[config.mk]
export PLATFORM = sky130hd
export DESIGN_NAME = otp_prot_ctrl
export DESIGN_NICKNAME = d
export VERILOG_FILES = /design/src/rtl/otp_pkg.sv /design/src/rtl/otp_addr_map.sv /design/src/rtl/otp_store.sv /design/src/rtl/otp_ctrl.sv /design/src/rtl/otp_prot_ctrl.sv
export SDC_FILE = /design/constraint.sdc
export NUM_CORES = 1
export LEC_CHECK = 0
export BUFFER_PORTS_ARGS = -buffer_cell sky130_fd_sc_hd__buf_2
export CAP_MARGIN = 10
export CORE_ASPECT_RATIO = 1.2
export CORE_MARGIN = 3
export CORE_UTILIZATION = 58
export DETAILED_ROUTE_END_ITERATION = 6
export GPL_TIMING_DRIVEN = 0
export PLACE_DENSITY = 0.77
export SYNTH_ARGS = -nofsm -noshare
export SYNTH_HDL_FRONTEND = slang
export SYNTH_SLANG_ARGS = --single-unit
[constraint.sdc]
create_clock -name clk -period 6.2 [get_ports clk]
set_input_delay 0.62 -clock clk [delete_from_list [all_inputs] [get_ports clk]]
set_output_delay 0.62 -clock clk [all_outputs]
set_load 0.02 [all_outputs]
[src/rtl/otp_pkg.sv]
package otp_pkg;
    typedef enum logic [1:0] {
        TGT_NONE = 2'd0,
        TGT_LOCK = 2'd1,
        TGT_FACT = 2'd2,
        TGT_USER = 2'd3
    } otp_tgt_e;

    localparam int          WORD_W      = 16;
    localparam logic [15:0] CMD_ID_READ = 16'h0090;
    localparam logic [15:0] CMD_ARRAY   = 16'h00FF;
    localparam logic [15:0] CMD_PSETUP  = 16'h00C0;
    localparam logic [15:0] LOCK_INIT   = 16'hFFFE;
endpackage

[src/rtl/otp_addr_map.sv]
module otp_addr_map
    import otp_pkg::*;
#(
    parameter int ADDR_W    = 16,
    parameter int BASE      = 'h80,
    parameter int SEG_WORDS = 4,
    localparam int IDX_W    = (SEG_WORDS > 1) ? $clog2(SEG_WORDS) : 1
) (
    input  logic [ADDR_W-1:0] addr,
    input  logic              byte_mode,
    output otp_tgt_e          tgt,
    output logic [IDX_W-1:0]  idx,
    output logic              hi
);
    localparam logic [ADDR_W:0] BASE_W = (ADDR_W+1)'(BASE);
    localparam logic [ADDR_W:0] BASE_B = (ADDR_W+1)'(2 * BASE);
    localparam logic [ADDR_W:0] NSEG   = (ADDR_W+1)'(SEG_WORDS);

    logic [ADDR_W:0] ext;
    logic [ADDR_W:0] boff;
    logic [ADDR_W:0] woff;
    logic            hit;

    assign ext = {1'b0, addr};

    always_comb begin
        hit  = 1'b0;
        woff = '0;
        hi   = 1'b0;
        boff = '0;
        if (!byte_mode) begin
            if (ext >= BASE_W) begin
                hit  = 1'b1;
                woff = ext - BASE_W;
            end
        end else if (ext >= BASE_B) begin
            hit  = 1'b1;
            boff = ext - BASE_B;
            woff = boff >> 1;
            hi   = boff[0];
        end

        tgt = TGT_NONE;
        idx = '0;
        if (hit) begin
            if (woff == '0) begin
                tgt = TGT_LOCK;
            end else if (woff <= NSEG) begin
                tgt = TGT_FACT;
                idx = IDX_W'(woff - 1'b1);
            end else if (woff <= 2 * NSEG) begin
                tgt = TGT_USER;
                idx = IDX_W'(woff - NSEG - 1'b1);
            end
        end
    end
endmodule

[src/rtl/otp_store.sv]
module otp_store
    import otp_pkg::*;
#(
    parameter int                SEG_BITS   = 64,
    parameter logic [SEG_BITS-1:0] FACTORY_ID = 64'h0123_4567_89AB_CDEF,
    localparam int SEG_WORDS = SEG_BITS / WORD_W,
    localparam int IDX_W     = (SEG_WORDS > 1) ? $clog2(SEG_WORDS) : 1
) (
    input  logic              clk,
    input  logic              rst_n,
    input  logic              we,
    input  otp_tgt_e          tgt,
    input  logic [IDX_W-1:0]  idx,
    input  logic              hi,
    input  logic              byte_mode,
    input  logic [15:0]       wdata,
    output logic [15:0]       rd_word,
    output logic              user_locked
);
    typedef struct packed {
        logic [15:0]         lock;
        logic [SEG_BITS-1:0] user;
    } store_t;

    store_t      s_d, s_q;
    logic [15:0] mask;
    logic [15:0] fact_w [SEG_WORDS];
    logic [15:0] user_w [SEG_WORDS];

    for (genvar g = 0; g < SEG_WORDS; g++) begin : g_words
        assign fact_w[g] = FACTORY_ID[g*WORD_W +: WORD_W];
        assign user_w[g] = s_q.user[g*WORD_W +: WORD_W];
    end

    always_comb begin
        if (!byte_mode) mask = wdata;
        else if (hi)    mask = {wdata[7:0], 8'hFF};
        else            mask = {8'hFF, wdata[7:0]};
    end

    always_comb begin
        s_d = s_q;
        if (we) begin
            case (tgt)
                TGT_LOCK: s_d.lock = s_q.lock & mask;
                TGT_USER: s_d.user[int'(idx)*WORD_W +: WORD_W] = user_w[idx] & mask;
                default:  s_d = s_q;
            endcase
        end
    end

    always_ff @(posedge clk) begin
        if (!rst_n) begin
            s_q.lock <= LOCK_INIT;
            s_q.user <= '1;
        end else begin
            s_q <= s_d;
        end
    end

    always_comb begin
        case (tgt)
            TGT_LOCK: rd_word = s_q.lock;
            TGT_FACT: rd_word = fact_w[idx];
            TGT_USER: rd_word = user_w[idx];
            default:  rd_word = '0;
        endcase
    end

    assign user_locked = ~s_q.lock[1];
endmodule

[src/rtl/otp_ctrl.sv]
module otp_ctrl
    import otp_pkg::*;
#(
    parameter int PROG_CYCLES = 8,
    localparam int CW = $clog2(PROG_CYCLES + 1)
) (
    input  logic        clk,
    input  logic        rst_n,
    input  logic        wr_en,
    input  logic        byte_mode,
    input  logic [15:0] wdata,
    input  otp_tgt_e    tgt,
    input  logic        user_locked,
    output logic        id_mode,
    output logic        busy,
    output logic        prog_err,
    output logic        store_we
);
    typedef struct packed {
        logic          id_mode;
        logic          pend;
        logic          err;
        logic [CW-1:0] cnt;
    } ctrl_t;

    ctrl_t s_d, s_q;

    function automatic logic is_cmd(input logic [15:0] d, input logic bm,
                                    input logic [15:0] code);
        return bm ? (d[7:0] == code[7:0]) : (d == code);
    endfunction

    always_comb begin
        s_d      = s_q;
        store_we = 1'b0;
        if (s_q.cnt != '0) begin
            s_d.cnt = s_q.cnt - 1'b1;
        end else if (wr_en) begin
            if (s_q.pend) begin
                s_d.pend = 1'b0;
                if (tgt == TGT_LOCK || (tgt == TGT_USER && !user_locked)) begin
                    store_we = 1'b1;
                    s_d.err  = 1'b0;
                    s_d.cnt  = CW'(PROG_CYCLES);
                end else begin
                    s_d.err = 1'b1;
                end
            end else if (is_cmd(wdata, byte_mode, CMD_ID_READ)) begin
                s_d.id_mode = 1'b1;
            end else if (is_cmd(wdata, byte_mode, CMD_ARRAY)) begin
                s_d.id_mode = 1'b0;
            end else if (is_cmd(wdata, byte_mode, CMD_PSETUP)) begin
                s_d.pend = 1'b1;
            end
        end
    end

    always_ff @(posedge clk) begin
        if (!rst_n) s_q <= '0;
        else        s_q <= s_d;
    end

    assign id_mode  = s_q.id_mode;
    assign busy     = (s_q.cnt != '0);
    assign prog_err = s_q.err;
endmodule

[src/rtl/otp_prot_ctrl.sv]
module otp_prot_ctrl
    import otp_pkg::*;
#(
    parameter int                  ADDR_W      = 16,
    parameter int                  BASE        = 'h80,
    parameter int                  SEG_BITS    = 64,
    parameter logic [SEG_BITS-1:0] FACTORY_ID  = 64'h0123_4567_89AB_CDEF,
    parameter int                  PROG_CYCLES = 8
) (
    input  logic              clk,
    input  logic              rst_n,
    input  logic              wr_en,
    input  logic [ADDR_W-1:0] addr,
    input  logic [15:0]       wdata,
    input  logic              byte_mode,
    output logic [15:0]       rdata,
    output logic              busy,
    output logic [7:0]        status
);
    localparam int SEG_WORDS = SEG_BITS / WORD_W;
    localparam int IDX_W     = (SEG_WORDS > 1) ? $clog2(SEG_WORDS) : 1;

    otp_tgt_e         tgt;
    logic [IDX_W-1:0] idx;
    logic             hi;
    logic [15:0]      rd_word;
    logic [15:0]      vis_word;
    logic             user_locked;
    logic             id_mode;
    logic             prog_err;
    logic             store_we;

    otp_addr_map #(.ADDR_W(ADDR_W), .BASE(BASE), .SEG_WORDS(SEG_WORDS)) i_map (
        .addr(addr), .byte_mode(byte_mode), .tgt(tgt), .idx(idx), .hi(hi)
    );

    otp_store #(.SEG_BITS(SEG_BITS), .FACTORY_ID(FACTORY_ID)) i_store (
        .clk(clk), .rst_n(rst_n), .we(store_we), .tgt(tgt), .idx(idx), .hi(hi),
        .byte_mode(byte_mode), .wdata(wdata), .rd_word(rd_word),
        .user_locked(user_locked)
    );

    otp_ctrl #(.PROG_CYCLES(PROG_CYCLES)) i_ctrl (
        .clk(clk), .rst_n(rst_n), .wr_en(wr_en), .byte_mode(byte_mode),
        .wdata(wdata), .tgt(tgt), .user_locked(user_locked), .id_mode(id_mode),
        .busy(busy), .prog_err(prog_err), .store_we(store_we)
    );

    always_comb begin
        if (!id_mode)             vis_word = 16'hFFFF;
        else if (tgt == TGT_NONE) vis_word = 16'h0000;
        else                      vis_word = rd_word;

        if (!byte_mode) rdata = vis_word;
        else if (hi)    rdata = {8'h00, vis_word[15:8]};
        else            rdata = {8'h00, vis_word[7:0]};
    end

    assign status = {~busy, 2'b00, prog_err, 2'b00, user_locked, 1'b0};
endmodule

==> Yosys cells after proc, flatten, opt, wreduce, memory -nomap -nowiden <==
Cells that the tools add are included.
Widths: inputs -> output; s select.
{ "classes": {"n_addsub": 7, "multipliers": 0, "n_div": 0, "magnitude_cmp": 5, "n_eq_ne": 9, "shifts": 2, "mux": 48, "bitwise_logic": 6, "n_reduce_logical": 15} }
{ "op_table": {"columns": ["cell", "n"], "rows": [
  ["$mux 16", 10],
  ["$bmux 16 s2", 2],
  ["$bwmux 64", 1],
  ["$shift 16x33->64 const A", 1],
  ["$shiftx 16x33->64", 1],
  ["$eq 16x8->1 const B", 3],
  ["$pmux 16 s3", 1],
  ["$mux 17", 2],
  ["$neg 6->33", 1],
  ["$and 16x16->16", 2],
  ["$eq 8x8->1 const B", 3],
  ["$mux 1", 19],
  ["$le 17x3->1 const B", 1],
  ["$le 17x4->1 const B", 1],
  ["$logic_not 17->1", 1],
  ["$sub 16x8->17 const B", 1],
  ["$sub 16x9->17 const B", 1],
  ["$ge 16x8->1 const B", 1],
  ["$ge 16x9->1 const B", 1],
  ["$mux 2", 8],
  ["$mux 4", 4],
  ["$mux 8", 1],
  ["$reduce_bool 2->1", 4],
  ["$reduce_and 2->1", 3],
  ["13 further kinds", 19]
]} }
{ "totals": {"reg_bits": 87, "latchBits": 0, "ram_bits": 0, "mem_bits_ro": 0, "inputBits": 36, "output_inout_bits": 25, "word_cells": 98, "n_memories": 0} }

==> Depth between registers and ports, before layout <==
{ "depth": {"ltp_word": 18, "ltp_mapped": 22, "mapped_depth_nobuf": 18} }

==> Cells and area by module <==
A second synthesis with hierarchy kept.
{ "hier_totals": {"hier_cells": 565, "hier_area_um2": 5149.9} }
{ "by_module_without_submodules": {"columns": ["module", "instances", "cells_per_inst", "area_each_um2", "seq_area_each_um2"], "rows": [
  ["otp_store", 1, 385, 3764.9, 1601.5],
  ["otp_addr_map", 1, 81, 588.1, 0.0],
  ["otp_ctrl", 1, 43, 404.1, 140.1],
  ["otp_prot_ctrl", 1, 56, 392.9, 0.0]
]} }

==> Worst setup path before layout <==
Ideal clock, no wire load.
{ "synth_path": {"path_kind": "input to output", "start": "input addr[10]", "end": "output rdata[1]", "arrival_ns": 4.569, "required_time_ns": 5.580, "path_slack_ns": 1.011, "cell_stages": 18, "path_buffers": 3, "path_cell_list": "buf_2 -> nor4_2 -> nand2_2 -> o21a_1 -> a21o_1 -> buf_2 -> clkinv_1 -> buf_1 -> ha_1 -> inv_1 -> xnor2_1 -> a221oi_2 -> nor2_2 -> nor4_4 -> inv_2 -> mux2_2 -> a222oi_1 -> a211oi_1"} }
{ "synth_via": {"elab_chain_cells": 18, "elab_cells_between_ends": 42, "cone_classes": "add/sub (5); order compare (4); eq/ne (3); mux (27); bitwise (1); reduce/logical (2)"} }
{ "synth_lines": {"columns": ["element", "line", "text"], "rows": [
  ["from (decl)", "otp_prot_ctrl.sv:13", "input logic [ADDR_W-1:0] addr,"],
  ["parallel branches: the longest is 17 deep, another holds $sub 16x9->17", null, null],
  ["$mux 16 *", "otp_prot_ctrl.sv:54", "if (!byte_mode) rdata = vis_word;"],
  ["to (decl)", "otp_prot_ctrl.sv:16", "output logic [15:0] rdata,"]
]} }
Mark *: on every way between the ends. The select of a mux whose other input is x is not followed.

==> Worst setup path after layout <==
{ "layout_path": {"start": "input addr[3]", "end": "output rdata[9]"} }
{ "layout_via": {"elab_chain_cells": 17, "elab_cells_between_ends": 39, "cone_classes": "add/sub (5); order compare (4); eq/ne (3); mux (24); bitwise (1); reduce/logical (2)"} }
{ "layout_lines": {"columns": ["element", "line", "text"], "rows": [
  ["parallel branches: the longest is 14 deep, another holds $sub 16x9->17", null, null],
  ["$mux 16 *", "otp_prot_ctrl.sv:51", "else if (tgt == TGT_NONE) vis_word = 16'h0000;"],
  ["$mux 16 *", "otp_prot_ctrl.sv:50", "if (!id_mode) vis_word = 16'hFFFF;"],
  ["$mux 16 *", "otp_prot_ctrl.sv:54", null]
]} }
Marks and branches as above.

==> results.sh <==
export IMPL_cts_max_level=3
export IMPL_fp_row_count=37
export IMPL_critPathMostFrequentCell="buf_2"
export IMPL_clockBufferDepth=2
export IMPL_areaGrowthSynthToFinish_pct=12.1
export IMPL_grt_pass1_wl_um=26600
export IMPL_dp_hpwl_um=13100
export IMPL_drive_above_1_share_pct=17.1
export IMPL_setup_slack_ns=0.260
export IMPL_hold_end="i_store.s_q[64]$_SDFFE_PN0P_"
export IMPL_powerDensity_nw_per_um2=192
export IMPL_maxCapViolCount=0
export IMPL_firstDrtPassIters=5
export IMPL_core_sq_um=8700
export IMPL_drt_iter0_markers=480
export IMPL_reg2reg_setup_slack_ns=2.73
export IMPL_crit_chain="buf_2 -> nor4_4 -> and3_2 -> o21a_1 -> a21o_1 -> clkbuf_4 -> clkinv_1 -> buf_2 -> ha_1 -> inv_1 -> nor2_1 -> a221oi_2 -> nor2_2 -> nor4_4 -> inv_2 -> mux2_2 -> a222oi_1 -> buf_4 -> a21oi_1 -> buf_2"
export IMPL_crit_fanout=10
export IMPL_n_antenna_cell=0
export IMPL_io_pins=61
export IMPL_crit_slowest_cell="a221oi_2"
export IMPL_grt_pass1_vias=5052
export IMPL_status="finished, final reports clean"
export IMPL_hold_depth=1
export IMPL_min_period_over_period_pct=95.8
export IMPL_cts_root_buffer="clkbuf_8"
export IMPL_ys_seq_elements=87
export IMPL_critPathLaunchType="input pin"
export IMPL_drcViolationCount=0
export IMPL_hold_viol=0
export IMPL_yosysWarnings=0
export IMPL_synth_cell_type_count=76
export IMPL_relSlewSlack_pct=46.7
export IMPL_netlist_area_leader_share_pct=33.2
export IMPL_finalMaxSlewViolations=0
export IMPL_synth_ff_type="dfxtp_1"
export IMPL_synth_edf_count=0
export IMPL_clock_sinks=87
export IMPL_drtAntennaViolNets=0
export IMPL_async_flop_share_pct=0
export IMPL_slowest_delay_ns=0.39
export IMPL_synth_cells=640
export IMPL_via_count=5433
export IMPL_synth_area_leader_cell="dfxtp_1"
export IMPL_place_congestion=1.01
export IMPL_finalClockSkew_ns=0.0126
export IMPL_io_buffers=52
export IMPL_cp_top_family="buffers and inverters"
export IMPL_preCtsSetupSlack_ns=-0.287
export IMPL_p_total_uw=1130
export IMPL_routed_via_density=6.55
export IMPL_max_freq_ghz=0.168
export IMPL_instances_no_fill=829
export IMPL_r2r_start="i_ctrl.s_q[0]$_SDFFE_PN0P_"
export IMPL_die_h_um=110
export IMPL_cp_end_kind="primary output"
export IMPL_antenna_found_initial=0
export IMPL_p_leak_uw=0.00230
export IMPL_cts_tree="built"
export IMPL_setup_viol=0
export IMPL_cts_buffers=9
export IMPL_synth_seq_area_share_pct=33.2
export IMPL_crit_required_ns=5.58
export IMPL_r2r_cells=8
export IMPL_insertion_delay_ns=0.36
export IMPL_ys_top_cells_by_area="dfxtp_1 (33%), a21boi_0 (7.4%), nand2_1 (5.4%)"
export IMPL_hold_path_startpoint="i_store.s_q[64]$_SDFFE_PN0P_"
export IMPL_worst_pin_slew_ns=0.797
export IMPL_wl_per_cell_um=20.4
export IMPL_critPathKind="input pin to primary output"
export IMPL_grt_max_degree=14
export IMPL_irDropWorstVdd_v=0.000190
export IMPL_nets=753
export IMPL_synth_area_per_cell_sq_um=8.20
export IMPL_reg2reg_to="i_store.s_q[42]$_SDFFE_PN1P_"
export IMPL_crit_buf_inv=8
export IMPL_min_period_ns=5.94
export IMPL_worstPathArrival_ns=5.32
export IMPL_worstHoldPathType="flop to flop"
export IMPL_die_width_um=92.9
export IMPL_routed_wl_um=16900
export IMPL_netlist_area_sq_um=5250
export IMPL_die_area_sq_um=10200
export IMPL_grt_remaining_overflow=0
export IMPL_start_util_pct=60.3
export IMPL_holdBufCountCts=0
export IMPL_dp_cells=813
export IMPL_clk_pin_slew_ns=0.08
export IMPL_grt_use_total_pct=33.4
per-layer routing:
| metal | vias up | part of all wire, % | track usage [%] |
|---|---|---|---|
| met2 | 281 | 46 | 54.8 |
| li1 | 2545 | - | - |
| met1 | 2540 | 41 | 42.1 |
| met3 | 67 | 8.6 | 6.79 |
| met4 | 0 | 4.4 | 16.1 |
| met5 | - | 0 | 0 |
power breakdown:
group	switching (uW)	internal, uW
Sequential	0.0232	558
Clock	196	183
Combinational	132	63.4
Total	327	805
area by class of cell:
cell class,count,area [sq um]
fill,773,2820
inverter,16,60.1
buffer,45,226
sequential,87,1740
clock buffer,11,131
multi-input combinational,496,3270
timing repair buffer,53,268
tap,117,146
clock inverter,4,47.5
layout by cell type (no fill, tap or decap), types with 19 or more instances in the layout:
master    count
dfxtp_1      87
nand2_1      76
buf_2        62
a21boi_0     52
o21ai_0      39
o21ai_1      30
nor2_1       28
clkbuf_1     27
a21oi_1      24
o211ai_1     19
logic make-up after synthesis:
logic type / count (synthesis) / synth area share [%]
compound gates: 261 / 34.3
simple gates: 194 / 19.7
flops: 87 / 33.2
buf+inv: 61 / 5.39
mux: 23 / 4.58
fa+ha+maj: 9 / 2.14
xor+xnor: 4 / 0.667
other cells: 1 / 0.0714
metrics by stage:
step / TNS [ns] / utilization, % / hold slack [ns] / instance area (sq um)
2_1_floorplan: 0 / - / 0.422 / 5270
3_3_place_gp: -9.26 / 65.2 / 0.436 / 5670
3_5_place_dp: -11.05 / 65.2 / 0.442 / 5670
4_1_cts: 0 / 67.3 / 0.453 / 5860
5_1_grt: -0.00595 / 67.6 / 0.469 / 5890
6_report: 0 / 67.6 / 0.453 / 5890
state kept, by name, summed over array words and instances, names as in the netlist:
name	flops
i_store.s_q	80
i_ctrl.prog_err	1
i_ctrl.id_mode	1
i_ctrl.s_q	5
worst register-to-register path, cell delays in order, from the launching register on:
cell and delay (ns):
dfxtp_1 0.36, nor4_1 0.64, and3_1 0.24, clkbuf_1 0.46, a21boi_1 0.56, nand3_1 0.37
clkbuf_1 0.36, a21boi_0 0.26, o31ai_1 0.10
cells in the mapped netlist (3+ instances only):
master and n:
inv_1 14, xnor2_1 3, nor3_1 10, a2111oi_0 3, nor4_1 5, buf_2 10
nor2_1 28, o31ai_1 11, nor4_4 3, buf_4 7, ha_1 9, o21bai_1 3
a32oi_1 5, o22ai_1 8, and3_1 4, a211oi_1 8, a22oi_1 5, a31oi_1 9
a21oi_1 24, nor3b_1 4, o22a_1 6, mux2_2 8, nor3_2 4, o21ai_0 39
clkbuf_1 25, o211ai_1 19, mux2i_1 15, nand3_1 14, a21o_1 5, a2bb2oi_1 7
nand2_1 76, or4_1 3, o21ai_1 30, or3_1 6, o211a_1 5, a21boi_0 52
dfxtp_1 87, nand4_1 10, o21a_1 4, and2_1 6
worst max-delay path by stage:
stage,startpoint,end,cells after the start
after global placement,addr[3],i_store.s_q[37]$_SDFFE_PN1P_,20
after global routing,addr[3],rdata[9],20
after detailed placement,addr[3],i_store.s_q[37]$_SDFFE_PN1P_,20
final,addr[3],rdata[9],20
after floorplan,addr[10],rdata[1],18
after CTS,addr[3],rdata[1],19
timing repair:
action | 4_1_cts | 5_1_grt
endpoints found under the setup margin | 4 | 55
buffers inserted | 0 | 1
pin swaps | 0 | 2
resized for setup | 2 | 6
Note: power is estimated with default switching activity, not from simulation.
